`src/rtl/i2cp_pkg.sv`:
```
package i2cp_pkg;

    typedef enum logic [2:0] {
        ST_IDLE = 3'd0,
        ST_ADDR = 3'd1,
        ST_AACK = 3'd2,
        ST_CMD  = 3'd3,
        ST_CACK = 3'd4,
        ST_WIGN = 3'd5,
        ST_TX   = 3'd6,
        ST_MACK = 3'd7
    } bus_state_t;

    localparam int BYTE_W = 8;

endpackage

```
`src/rtl/i2cp_sync.sv`:
```
module i2cp_sync #(
    parameter int WIDTH  = 2,
    parameter int STAGES = 2
) (
    input  logic             clk,
    input  logic             rst_n,
    input  logic [WIDTH-1:0] async_i,
    output logic [WIDTH-1:0] sync_o
);

    logic [STAGES-1:0][WIDTH-1:0] chain_d, chain_q;

    always_comb begin
        chain_d[0] = async_i;
        for (int i = 1; i < STAGES; i++) begin
            chain_d[i] = chain_q[i-1];
        end
    end

    always_ff @(posedge clk or negedge rst_n) begin
        if (!rst_n) begin
            chain_q <= '1;
        end else begin
            chain_q <= chain_d;
        end
    end

    assign sync_o = chain_q[STAGES-1];

endmodule

```
`src/rtl/i2cp_cond.sv`:
```
module i2cp_cond (
    input  logic clk,
    input  logic rst_n,
    input  logic scl_s,
    input  logic sda_s,
    output logic start_o,
    output logic stop_o,
    output logic scl_rise_o,
    output logic scl_fall_o
);

    typedef struct packed {
        logic scl;
        logic sda;
    } prev_t;

    prev_t prev_d, prev_q;

    always_comb begin
        prev_d.scl = scl_s;
        prev_d.sda = sda_s;
    end

    always_ff @(posedge clk or negedge rst_n) begin
        if (!rst_n) begin
            prev_q <= '1;
        end else begin
            prev_q <= prev_d;
        end
    end

    assign start_o    = scl_s & prev_q.scl & prev_q.sda & ~sda_s;
    assign stop_o     = scl_s & prev_q.scl & ~prev_q.sda & sda_s;
    assign scl_rise_o = scl_s & ~prev_q.scl;
    assign scl_fall_o = ~scl_s & prev_q.scl;

endmodule

```
`src/rtl/i2cp_ctrl.sv`:
```
module i2cp_ctrl
    import i2cp_pkg::*;
#(
    parameter int              NUM_REGS    = 8,
    parameter int              STRAP_W     = 3,
    parameter logic [6-STRAP_W:0] ADDR_PREFIX = 4'b0100
) (
    input  logic                       clk,
    input  logic                       rst_n,
    input  logic                       sda_s,
    input  logic                       start_i,
    input  logic                       stop_i,
    input  logic                       scl_rise_i,
    input  logic                       scl_fall_i,
    input  logic [STRAP_W-1:0]         strap_i,
    input  logic [NUM_REGS*BYTE_W-1:0] reg_data_i,
    output logic                       sda_oe_o,
    output logic [$clog2(NUM_REGS)-1:0] ptr_o,
    output logic                       in_mack_o,
    output logic                       quiet_o
);

    localparam int PTR_W  = $clog2(NUM_REGS);
    localparam int CNT_W  = $clog2(BYTE_W + 1);
    localparam logic [CNT_W-1:0] LAST_RX = CNT_W'(BYTE_W);
    localparam logic [CNT_W-1:0] LAST_TX = CNT_W'(BYTE_W - 1);
    localparam logic [PTR_W-1:0] PAIR_BIT = PTR_W'(1);

    typedef struct packed {
        bus_state_t        st;
        logic [CNT_W-1:0]  cnt;
        logic [BYTE_W-1:0] rx;
        logic [BYTE_W-1:0] tx;
        logic [PTR_W-1:0]  ptr;
        logic              rw;
        logic              mack;
        logic              oe;
    } ctrl_t;

    ctrl_t ctl_d, ctl_q;

    logic [BYTE_W-1:0] cur_byte;
    logic [BYTE_W-1:0] alt_byte;
    logic [PTR_W-1:0]  alt_ptr;
    logic              addr_hit;

    assign alt_ptr  = ctl_q.ptr ^ PAIR_BIT;
    assign cur_byte = reg_data_i[{ctl_q.ptr, 3'b000} +: BYTE_W];
    assign alt_byte = reg_data_i[{alt_ptr, 3'b000} +: BYTE_W];
    assign addr_hit = (ctl_q.rx[BYTE_W-1:1] == {ADDR_PREFIX, strap_i});

    always_comb begin
        ctl_d = ctl_q;
        if (start_i) begin
            ctl_d.st  = ST_ADDR;
            ctl_d.cnt = '0;
            ctl_d.oe  = 1'b0;
        end else if (stop_i) begin
            ctl_d.st  = ST_IDLE;
            ctl_d.cnt = '0;
            ctl_d.oe  = 1'b0;
        end else begin
            unique case (ctl_q.st)
                ST_ADDR, ST_CMD: begin
                    if (scl_rise_i && ctl_q.cnt != LAST_RX) begin
                        ctl_d.rx  = {ctl_q.rx[BYTE_W-2:0], sda_s};
                        ctl_d.cnt = ctl_q.cnt + CNT_W'(1);
                    end
                    if (scl_fall_i && ctl_q.cnt == LAST_RX) begin
                        ctl_d.cnt = '0;
                        if (ctl_q.st == ST_ADDR) begin
                            if (addr_hit) begin
                                ctl_d.oe = 1'b1;
                                ctl_d.rw = ctl_q.rx[0];
                                ctl_d.st = ST_AACK;
                            end else begin
                                ctl_d.st = ST_IDLE;
                            end
                        end else begin
                            ctl_d.ptr = ctl_q.rx[PTR_W-1:0];
                            ctl_d.oe  = 1'b1;
                            ctl_d.st  = ST_CACK;
                        end
                    end
                end
                ST_AACK: begin
                    if (scl_fall_i) begin
                        ctl_d.cnt = '0;
                        if (ctl_q.rw) begin
                            ctl_d.tx = cur_byte;
                            ctl_d.oe = ~cur_byte[BYTE_W-1];
                            ctl_d.st = ST_TX;
                        end else begin
                            ctl_d.oe = 1'b0;
                            ctl_d.st = ST_CMD;
                        end
                    end
                end
                ST_CACK: begin
                    if (scl_fall_i) begin
                        ctl_d.oe = 1'b0;
                        ctl_d.st = ST_WIGN;
                    end
                end
                ST_TX: begin
                    if (scl_fall_i) begin
                        if (ctl_q.cnt == LAST_TX) begin
                            ctl_d.oe  = 1'b0;
                            ctl_d.cnt = '0;
                            ctl_d.st  = ST_MACK;
                        end else begin
                            ctl_d.tx  = {ctl_q.tx[BYTE_W-2:0], 1'b0};
                            ctl_d.oe  = ~ctl_q.tx[BYTE_W-2];
                            ctl_d.cnt = ctl_q.cnt + CNT_W'(1);
                        end
                    end
                end
                ST_MACK: begin
                    if (scl_rise_i) begin
                        ctl_d.mack = sda_s;
                    end
                    if (scl_fall_i) begin
                        if (!ctl_q.mack) begin
                            ctl_d.ptr = alt_ptr;
                            ctl_d.tx  = alt_byte;
                            ctl_d.oe  = ~alt_byte[BYTE_W-1];
                            ctl_d.cnt = '0;
                            ctl_d.st  = ST_TX;
                        end else begin
                            ctl_d.st  = ST_IDLE;
                        end
                    end
                end
                default: begin
                    ctl_d.oe = 1'b0;
                end
            endcase
        end
    end

    always_ff @(posedge clk or negedge rst_n) begin
        if (!rst_n) begin
            ctl_q.st   <= ST_IDLE;
            ctl_q.cnt  <= '0;
            ctl_q.rx   <= '0;
            ctl_q.tx   <= '0;
            ctl_q.ptr  <= '0;
            ctl_q.rw   <= 1'b0;
            ctl_q.mack <= 1'b1;
            ctl_q.oe   <= 1'b0;
        end else begin
            ctl_q <= ctl_d;
        end
    end

    assign sda_oe_o  = ctl_q.oe;
    assign ptr_o     = ctl_q.ptr;
    assign in_mack_o = (ctl_q.st == ST_MACK);
    assign quiet_o   = (ctl_q.st == ST_IDLE) || (ctl_q.st == ST_WIGN);

endmodule

```
`src/rtl/i2c_pair_slave.sv`:
```
module i2c_pair_slave
    import i2cp_pkg::*;
#(
    parameter int                 NUM_REGS    = 8,
    parameter int                 STRAP_W     = 3,
    parameter logic [6-STRAP_W:0] ADDR_PREFIX = 4'b0100,
    parameter int                 SYNC_STAGES = 2
) (
    input  logic                       clk,
    input  logic                       rst_n,
    input  logic                       scl_i,
    input  logic                       sda_i,
    input  logic [STRAP_W-1:0]         strap_i,
    input  logic [NUM_REGS*BYTE_W-1:0] reg_data_i,
    output logic                       sda_oe_o
);

    localparam int PTR_W = $clog2(NUM_REGS);

    logic [1:0]       line_s;
    logic             start_det;
    logic             stop_det;
    logic             scl_rise;
    logic             scl_fall;
    logic [PTR_W-1:0] rd_ptr;
    logic             in_mack;
    logic             quiet;

    i2cp_sync #(
        .WIDTH  (2),
        .STAGES (SYNC_STAGES)
    ) u_sync (
        .clk     (clk),
        .rst_n   (rst_n),
        .async_i ({scl_i, sda_i}),
        .sync_o  (line_s)
    );

    i2cp_cond u_cond (
        .clk        (clk),
        .rst_n      (rst_n),
        .scl_s      (line_s[1]),
        .sda_s      (line_s[0]),
        .start_o    (start_det),
        .stop_o     (stop_det),
        .scl_rise_o (scl_rise),
        .scl_fall_o (scl_fall)
    );

    i2cp_ctrl #(
        .NUM_REGS    (NUM_REGS),
        .STRAP_W     (STRAP_W),
        .ADDR_PREFIX (ADDR_PREFIX)
    ) u_ctrl (
        .clk        (clk),
        .rst_n      (rst_n),
        .sda_s      (line_s[0]),
        .start_i    (start_det),
        .stop_i     (stop_det),
        .scl_rise_i (scl_rise),
        .scl_fall_i (scl_fall),
        .strap_i    (strap_i),
        .reg_data_i (reg_data_i),
        .sda_oe_o   (sda_oe_o),
        .ptr_o      (rd_ptr),
        .in_mack_o  (in_mack),
        .quiet_o    (quiet)
    );

endmodule

```
`config.mk`:
```
export PLATFORM = sky130hd
export DESIGN_NAME = i2c_pair_slave
export DESIGN_NICKNAME = d
export VERILOG_FILES = /design/src/rtl/i2cp_pkg.sv /design/src/rtl/i2cp_sync.sv /design/src/rtl/i2cp_cond.sv /design/src/rtl/i2cp_ctrl.sv /design/src/rtl/i2c_pair_slave.sv
export SDC_FILE = /design/constraint.sdc
export NUM_CORES = 1
export LEC_CHECK = 0
export ABC_AREA = 1
export BUFFER_PORTS_ARGS = -buffer_cell sky130_fd_sc_hd__buf_2
export CORE_ASPECT_RATIO = 2
export CORE_MARGIN = 4
export CORE_UTILIZATION = 50
export CTS_CLUSTER_SIZE = 30
export DETAILED_ROUTE_END_ITERATION = 16
export GPL_TIMING_DRIVEN = 1
export MAX_ROUTING_LAYER = met4
export PLACE_DENSITY_LB_ADDON = 0.08
export SLEW_MARGIN = 20
export SYNTH_ARGS = -nofsm -noshare
export SYNTH_HDL_FRONTEND = slang
export SYNTH_SLANG_ARGS = --single-unit
```
`constraint.sdc`:
```
create_clock -name clk -period 1.5 [get_ports clk]
set_input_delay 0.075 -clock clk [delete_from_list [all_inputs] [get_ports clk]]
set_output_delay 0.075 -clock clk [all_outputs]
set_load 0.01 [all_outputs]
```
# ---- Word level (Yosys, flattened, before mapping)
# Index checks and enable logic that the tools add are counted.
dict set report totals {
  in_bits 71
  out_inout_bits 1
  reg_bits 34
}
dict set report op_classes {
  bitwise 19
  shift 2
  n_eq_ne 27
  n_reduce_logical 16
  n_addsub 1
  n_mux 42
}
# op n
set op_table {}
lappend op_table {{indexed part select 64 x 7 -> 8 bit} 2}
lappend op_table {{two-way mux 7 bit} 10}
lappend op_table {{inequality test 4 x 3 -> 1 bit (second input constant)} 6}
lappend op_table {{one-hot mux 7 bit (3 select lines)} 1}
lappend op_table {{AND reduction 7 bit} 3}
lappend op_table {{two-way mux 10 bit} 2}
lappend op_table {{two-way mux 3 bit} 6}
lappend op_table {{AND reduction 6 bit} 3}
lappend op_table {{one-hot mux 4 bit (4 select lines)} 1}
lappend op_table {{one-hot mux 3 bit (5 select lines)} 1}
lappend op_table {{two-way mux 1 bit} 14}
lappend op_table {{two-way mux 12 bit} 1}
lappend op_table {{two-way mux 4 bit} 3}
lappend op_table {{inverter 1 bit} 12}
lappend op_table {{inequality test 2 x 1 -> 1 bit (second input constant)} 5}
lappend op_table {{equality test 3 bit (second input constant)} 3}
lappend op_table {{AND reduction 9 bit} 1}
lappend op_table {{inequality test 4 bit (second input constant)} 2}
lappend op_table {{AND reduction 4 bit} 2}
lappend op_table {{AND 1 bit} 7}
lappend op_table {{equality test 7 x 6 -> 1 bit} 1}
lappend op_table {{nonzero test 7 bit} 1}
lappend op_table {{equality test 3 x 2 -> 1 bit (second input constant)} 2}
lappend op_table {{inequality test 2 bit (second input constant)} 3}
lappend op_table {{other kinds (14)} 15}

# ---- Longest topological paths before layout
dict set report logic_depth {
  ltp_word 8
  mapped_depth 12
  ltp_nobuf 12
}

# ---- Hierarchy
# A second synthesis with hierarchy kept.
dict set report hier_totals {
  cells_unflattened 573
  hier_area_um2 3248.1
}
# module cells_each n_inst area_per_inst_um2 seq_area_each_um2
set modules_own_cells {}
lappend modules_own_cells {i2cp_ctrl 556 1 3049.2 701.9}
lappend modules_own_cells {i2cp_sync 4 1 105.1 105.1}
lappend modules_own_cells {i2cp_cond 13 1 93.8 52.6}

# ---- Worst setup path after synthesis
# OpenSTA, ideal clock, no wires.
dict set report synth_path {
  kind {register to register}
  start {register u_sync.chain_q, in the netlist u_sync.sync_o[1]}
  end {register u_ctrl.ctl_q[11] in the netlist's numbering}
  t_arrival_ns 1.381
  path_stages_with_launch 12
  path_buffers 0
  setup_slack_ns 0.002
  synth_period_minus_slack_ns 1.498
  setup_time_ns 0.116
  cell_sequence {dfstp_2 nand2_1 inv_1 nand2_1 nand2_2 clkinv_1 nand2_1 nor2_4 nand2_1 inv_1 nand2_1 nand2_1}
}
dict set report synth_via {
  elab_chain_len 5
  word_cells_on_any_way 13
  classes_between {eq/ne (3); bitwise (9); reduce/logical (1)}
}
# item line
set synth_lines {}
lappend synth_lines {{start: declaration} i2cp_sync.sv:11} ;# logic [STAGES-1:0][WIDTH-1:0] chain_d, chain_q;
lappend synth_lines {{start signal: assignment} i2cp_sync.sv:24} ;# chain_q <= chain_d;
lappend synth_lines {{AND 1 bit} {i2cp_cond.sv:32, i2cp_cond.sv:33}}
lappend synth_lines {{AND 1 bit (on tied branches) (2 in series)} {i2cp_cond.sv:33, i2cp_cond.sv:32}}
lappend synth_lines {{inverter 1 bit (no line)} --}
lappend synth_lines {{AND reduction 9 bit (no line) (*)} --}
lappend synth_lines {{end signal: assignment} i2cp_ctrl.sv:152} ;# ctl_q <= ctl_d;
lappend synth_lines {{end: declaration} i2cp_ctrl.sv:40} ;# ctrl_t ctl_d, ctl_q;
# Mark *: on every way between the ends. The rest lies on a longest branch, timed or not.
# A chain may end at the register's enable or synchronous reset.

# ---- Worst setup path after layout
dict set report layout_path {
  start {register u_ctrl.ctl_q[22] in the netlist's numbering}
  end {register u_ctrl.ctl_q, in the netlist u_ctrl.ptr_o[0]}
}
dict set report layout_via {
  elab_chain_len 4
}
# item line
set layout_lines {}
lappend layout_lines {{equality test 4 bit} i2cp_ctrl.sv:69} ;# if (scl_fall_i && ctl_q.cnt == LAST_RX) begin
lappend layout_lines {{logical AND 1 bit} i2cp_ctrl.sv:69}
lappend layout_lines {{inequality test 2 x 1 -> 1 bit (no line)} --}
lappend layout_lines {{AND reduction 7 bit (no line)} --}
# No other way between the ends.

==> impl_metrics.csv <==
group,metric,value,unit
timing,setup_slack,-0.149,ns
routing,routed_wirelength,10.0,mm
final_layout,mostFrequentLayoutCell,"nand2_1",
clock_tree,clkTransAtPathRegs,0.06,ns
routing,dr.pass1.iters,4,
floorplan,start_util,51.7,%
logic_synthesis,yosys.cell_types.count,28,
global_routing,grt_max_degree,43,
job,cap_violations,0,
clock_tree,cts-root-buf,"clkbuf_16",
worst_setup_path,path_cells,"inv_2, ha_4, nand2_2, nor2_1, nand2_1, nand2_2, buf_4, buf_6, nand3_2, nor2_1, a21oi_1",
global_routing,use_met3,3.28,%
worst_setup_path,cp.required,1.67,ns
worst_setup_path,start_kind,"register",
final_layout,drive_above_1_share,29.3,%
worst_setup_path,setup.worst_path.end_class,"register",
routing,route.detailed.drc,0,
place,port_buffers,71,
global_routing,grt_pass1_wl,16.0,mm
final_layout,nFillCells,528,
logic_synthesis,yosysWarnings,0,
final_layout,layout.cells.most_common_list,"nand2_1 (181), nand3_1 (105), buf_2 (71)",
clock_tree,clock-sinks,34,
timing,fmax,0.607,GHz
power_and_ir_drop,vdd_ir_drop_max,1.35,mV
clock_tree,clockBufferDepth,2,
clock_tree,cts-buffers-inserted,5,
timing,post-route-period-util,110,%
logic_synthesis,ys_seq_area_share,27.5,%
clock_tree,clkLatencyLatePin,0.28,ns
routing,first_iter_violations,316,
logic_synthesis,synth_fp_nets,623,
global_routing,grt_util_met1,26.4,%
floorplan,die_h,120,um
final_layout,syn_to_final_growth,38.5,%
timing,finalCriticalPeriod,1.65,ns
routing,ant_nets,0,
floorplan,io-pin-count,72,
place,hpwl,7.04,mm
clock_tree,cts_htree_levels,2,
floorplan,row_count,40,
logic_synthesis,synth-seq-cells,34,
timing,hold_viol_final,0,
routing,wire_per_inst,13.6,um
final_layout,final_util,71.6,%
timing,setup_tns,-0.804,ns
power_and_ir_drop,power_density,1390,nW/um2
worst_setup_path,arrival,1.82,ns
place,dp_slack,-0.0860,ns
timing,fin_skew,0.00620,ns
final_layout,n_antenna_cell,0,
worst_setup_path,worst_path_max_delay_cell,"dfrtp_1",
floorplan,dieArea,7670,um2
worst_setup_path,cp_max_fo,3,
worst_hold_path,hp-class,"input pin to register",
floorplan,die_w,64.0,um
logic_synthesis,avgSynthCellArea,5.69,um2
global_routing,antenna_found_initial,0,
outcome,violations,"setup timing",
global_routing,grt_pass1_vias,3750,
global_routing,grt_use_total,26.2,%
worst_setup_path,path_class,"register to register",
power_and_ir_drop,power.share.clock,19.6,%
worst_setup_path,crit_buf_inv,3,
power_and_ir_drop,p_leak,2.26,nW
outcome,status,"finished, violations left",
routing,vias,3929,
timing,slew_violations,0,
power_and_ir_drop,p_seq_share,23.8,%
timing,setup_viol_count_final,15,
floorplan,core_area,6060,um2
place,gp_congestion,0.957,
clock_tree,cts_tree,"done",
power_and_ir_drop,p_switching,2.65,mW
worst_setup_path,critPathTopFamily,"simple AND/OR/NAND/NOR gates",
worst_setup_path,max_stage_delay,0.41,ns
final_layout,nNetsFinal,723,
power_and_ir_drop,swShare,44.0,%
routing,routed_via_density,5.35,
timing,relSlewSlack,51.2,%
power_and_ir_drop,intPower,3.36,mW
global_routing,overflow,0,
timing,rsz0062_at_grt,"yes",
global_routing,top_usage_layer,"met2",
global_routing,use_met2,46.5,%
logic_synthesis,syn_inst,550,
logic_synthesis,syn_area,3130,um2
power_and_ir_drop,power_frac_comb,56.6,%
power_and_ir_drop,power,6.01,mW
timing,tightest_slew,0.732,ns
## worst min-delay path: cells and delay by family
| kind | cells | cell delay [ns] |
|---|---|---|
| AOI/OAI and AO/OA | 1 | 0.07 |
| buffers and inverters | 1 | 0.08 |
| and+or+nand+nor | 5 | 0.28 |
## power by group through the flow
stage / sequential [mW] / combinational (mW) / clock (mW)
2_1_floorplan: 1.31 / 2.04 / 0
3_3_place_gp: 1.40 / 2.77 / 0
3_5_place_dp: 1.41 / 2.84 / 0
4_1_cts: 1.40 / 3.04 / 1.19
5_1_grt: 1.45 / 3.82 / 1.21
6_report: 1.43 / 3.40 / 1.18
## stage by stage
stage | instance area (um2) | hold WS, ns | std cells
final | 4340 | 0.267 | 735
after global routing | 4340 | 0.330 | 735
after CTS | 4160 | 0.265 | 731
after detailed placement | 3790 | 0.158 | 714
after global placement | 3790 | 0.159 | 714
after floorplan | 3130 | -0.221 | 550
## synthesized netlist by cell type
master | number | area [um2]
a21boi_0 | 1 | 7.51
a21oi_1 | 9 | 45.0
buf_1 | 1 | 3.75
buf_2 | 15 | 75.1
buf_6 | 2 | 22.5
clkbuf_1 | 10 | 37.5
clkinv_1 | 3 | 11.3
dfrtp_1 | 27 | 676
dfstp_2 | 7 | 184
ha_1 | 2 | 25.0
inv_1 | 57 | 214
inv_2 | 2 | 7.51
inv_6 | 1 | 8.76
nand2_1 | 198 | 743
nand2_2 | 3 | 18.8
nand3_1 | 110 | 551
nand4_1 | 1 | 6.26
nor2_1 | 50 | 188
nor2_2 | 2 | 12.5
nor2_4 | 2 | 22.5
nor3_1 | 2 | 10.0
o211ai_1 | 6 | 45.0
o21ai_0 | 27 | 135
o21ai_1 | 5 | 25.0
o21ai_2 | 2 | 17.5
o22ai_1 | 1 | 6.26
o31ai_1 | 2 | 15.0
xor2_1 | 2 | 17.5
## cells by family after synthesis
| kind of cell | count (synthesis) | synth area share, % |
|---|---|---|
| AOI/OAI and AO/OA | 53 | 9.47 |
| buffers and inverters | 91 | 12.2 |
| DFF | 34 | 27.5 |
| adders and majority gates | 2 | 0.799 |
| and+or+nand+nor | 368 | 49.6 |
| xor gates and xnor gates | 2 | 0.560 |
## sequential cells by signal (all words and copies together) (netlist names)
name and count:
u_ctrl.ctl_q 24, u_cond.prev_q 2, u_sync.sync_o 2, u_sync.chain_d 2, u_ctrl.ptr_o 3, u_ctrl.sda_oe_o 1
## worst paths after layout
| kind | start | to | slack (ns) | depth (start not counted) |
|---|---|---|---|---|
| min in group asynchronous | rst_n | u_ctrl.ctl_q[27]$_DFFE_PN0P_ | 0.39 | 2 |
| max in group asynchronous | rst_n | u_ctrl.ctl_q[6]$_DFFE_PN0P_ | 0.57 | 3 |
| worst min-delay path | reg_data_i[5] | u_ctrl.ctl_q[11]$_DFFE_PN0P_ | 0.27 | 7 |
| worst min register to register | u_sync.chain_d[2]$_DFF_PN1_ | u_sync.sync_o[0]$_DFF_PN1_ | 0.36 | 0 |
| worst max register to register | u_ctrl.ctl_q[22]$_DFFE_PN0P_ | u_ctrl.ptr_o[0]$_DFFE_PN0P_ | -0.15 | 11 |
| worst max-delay path | u_ctrl.ctl_q[22]$_DFFE_PN0P_ | u_ctrl.ptr_o[0]$_DFFE_PN0P_ | -0.15 | 11 |
## final cells by class
| cell class | instances | area, um2 | share of cell area [%] |
|---|---|---|---|
| clock buffers | 5 | 125 | 2.89 |
| flip-flops and latches | 34 | 865 | 19.9 |
| clock inverters | 3 | 45.0 | 1.04 |
| inverters | 63 | 249 | 5.74 |
| well taps | 84 | 105 | 2.42 |
| repair buffers | 121 | 832 | 19.2 |
| multi-input cells | 425 | 2110 | 48.8 |
## per-layer routing
layer	vias to the layer above	wire length (um)
li1	1953	-
met1	1815	3600
met2	114	5470
met3	47	365
met4	0	590
met5	-	0
## repair_timing
action                                  CTS  global route
hold endpoints to repair                 26             0
resized for setup                        34            46
buffers inserted                          6             5
pin swaps                                19            19
endpoints found under the setup margin   27            27
hold buffers                              3             0
Power figures use the tool's default switching activity.
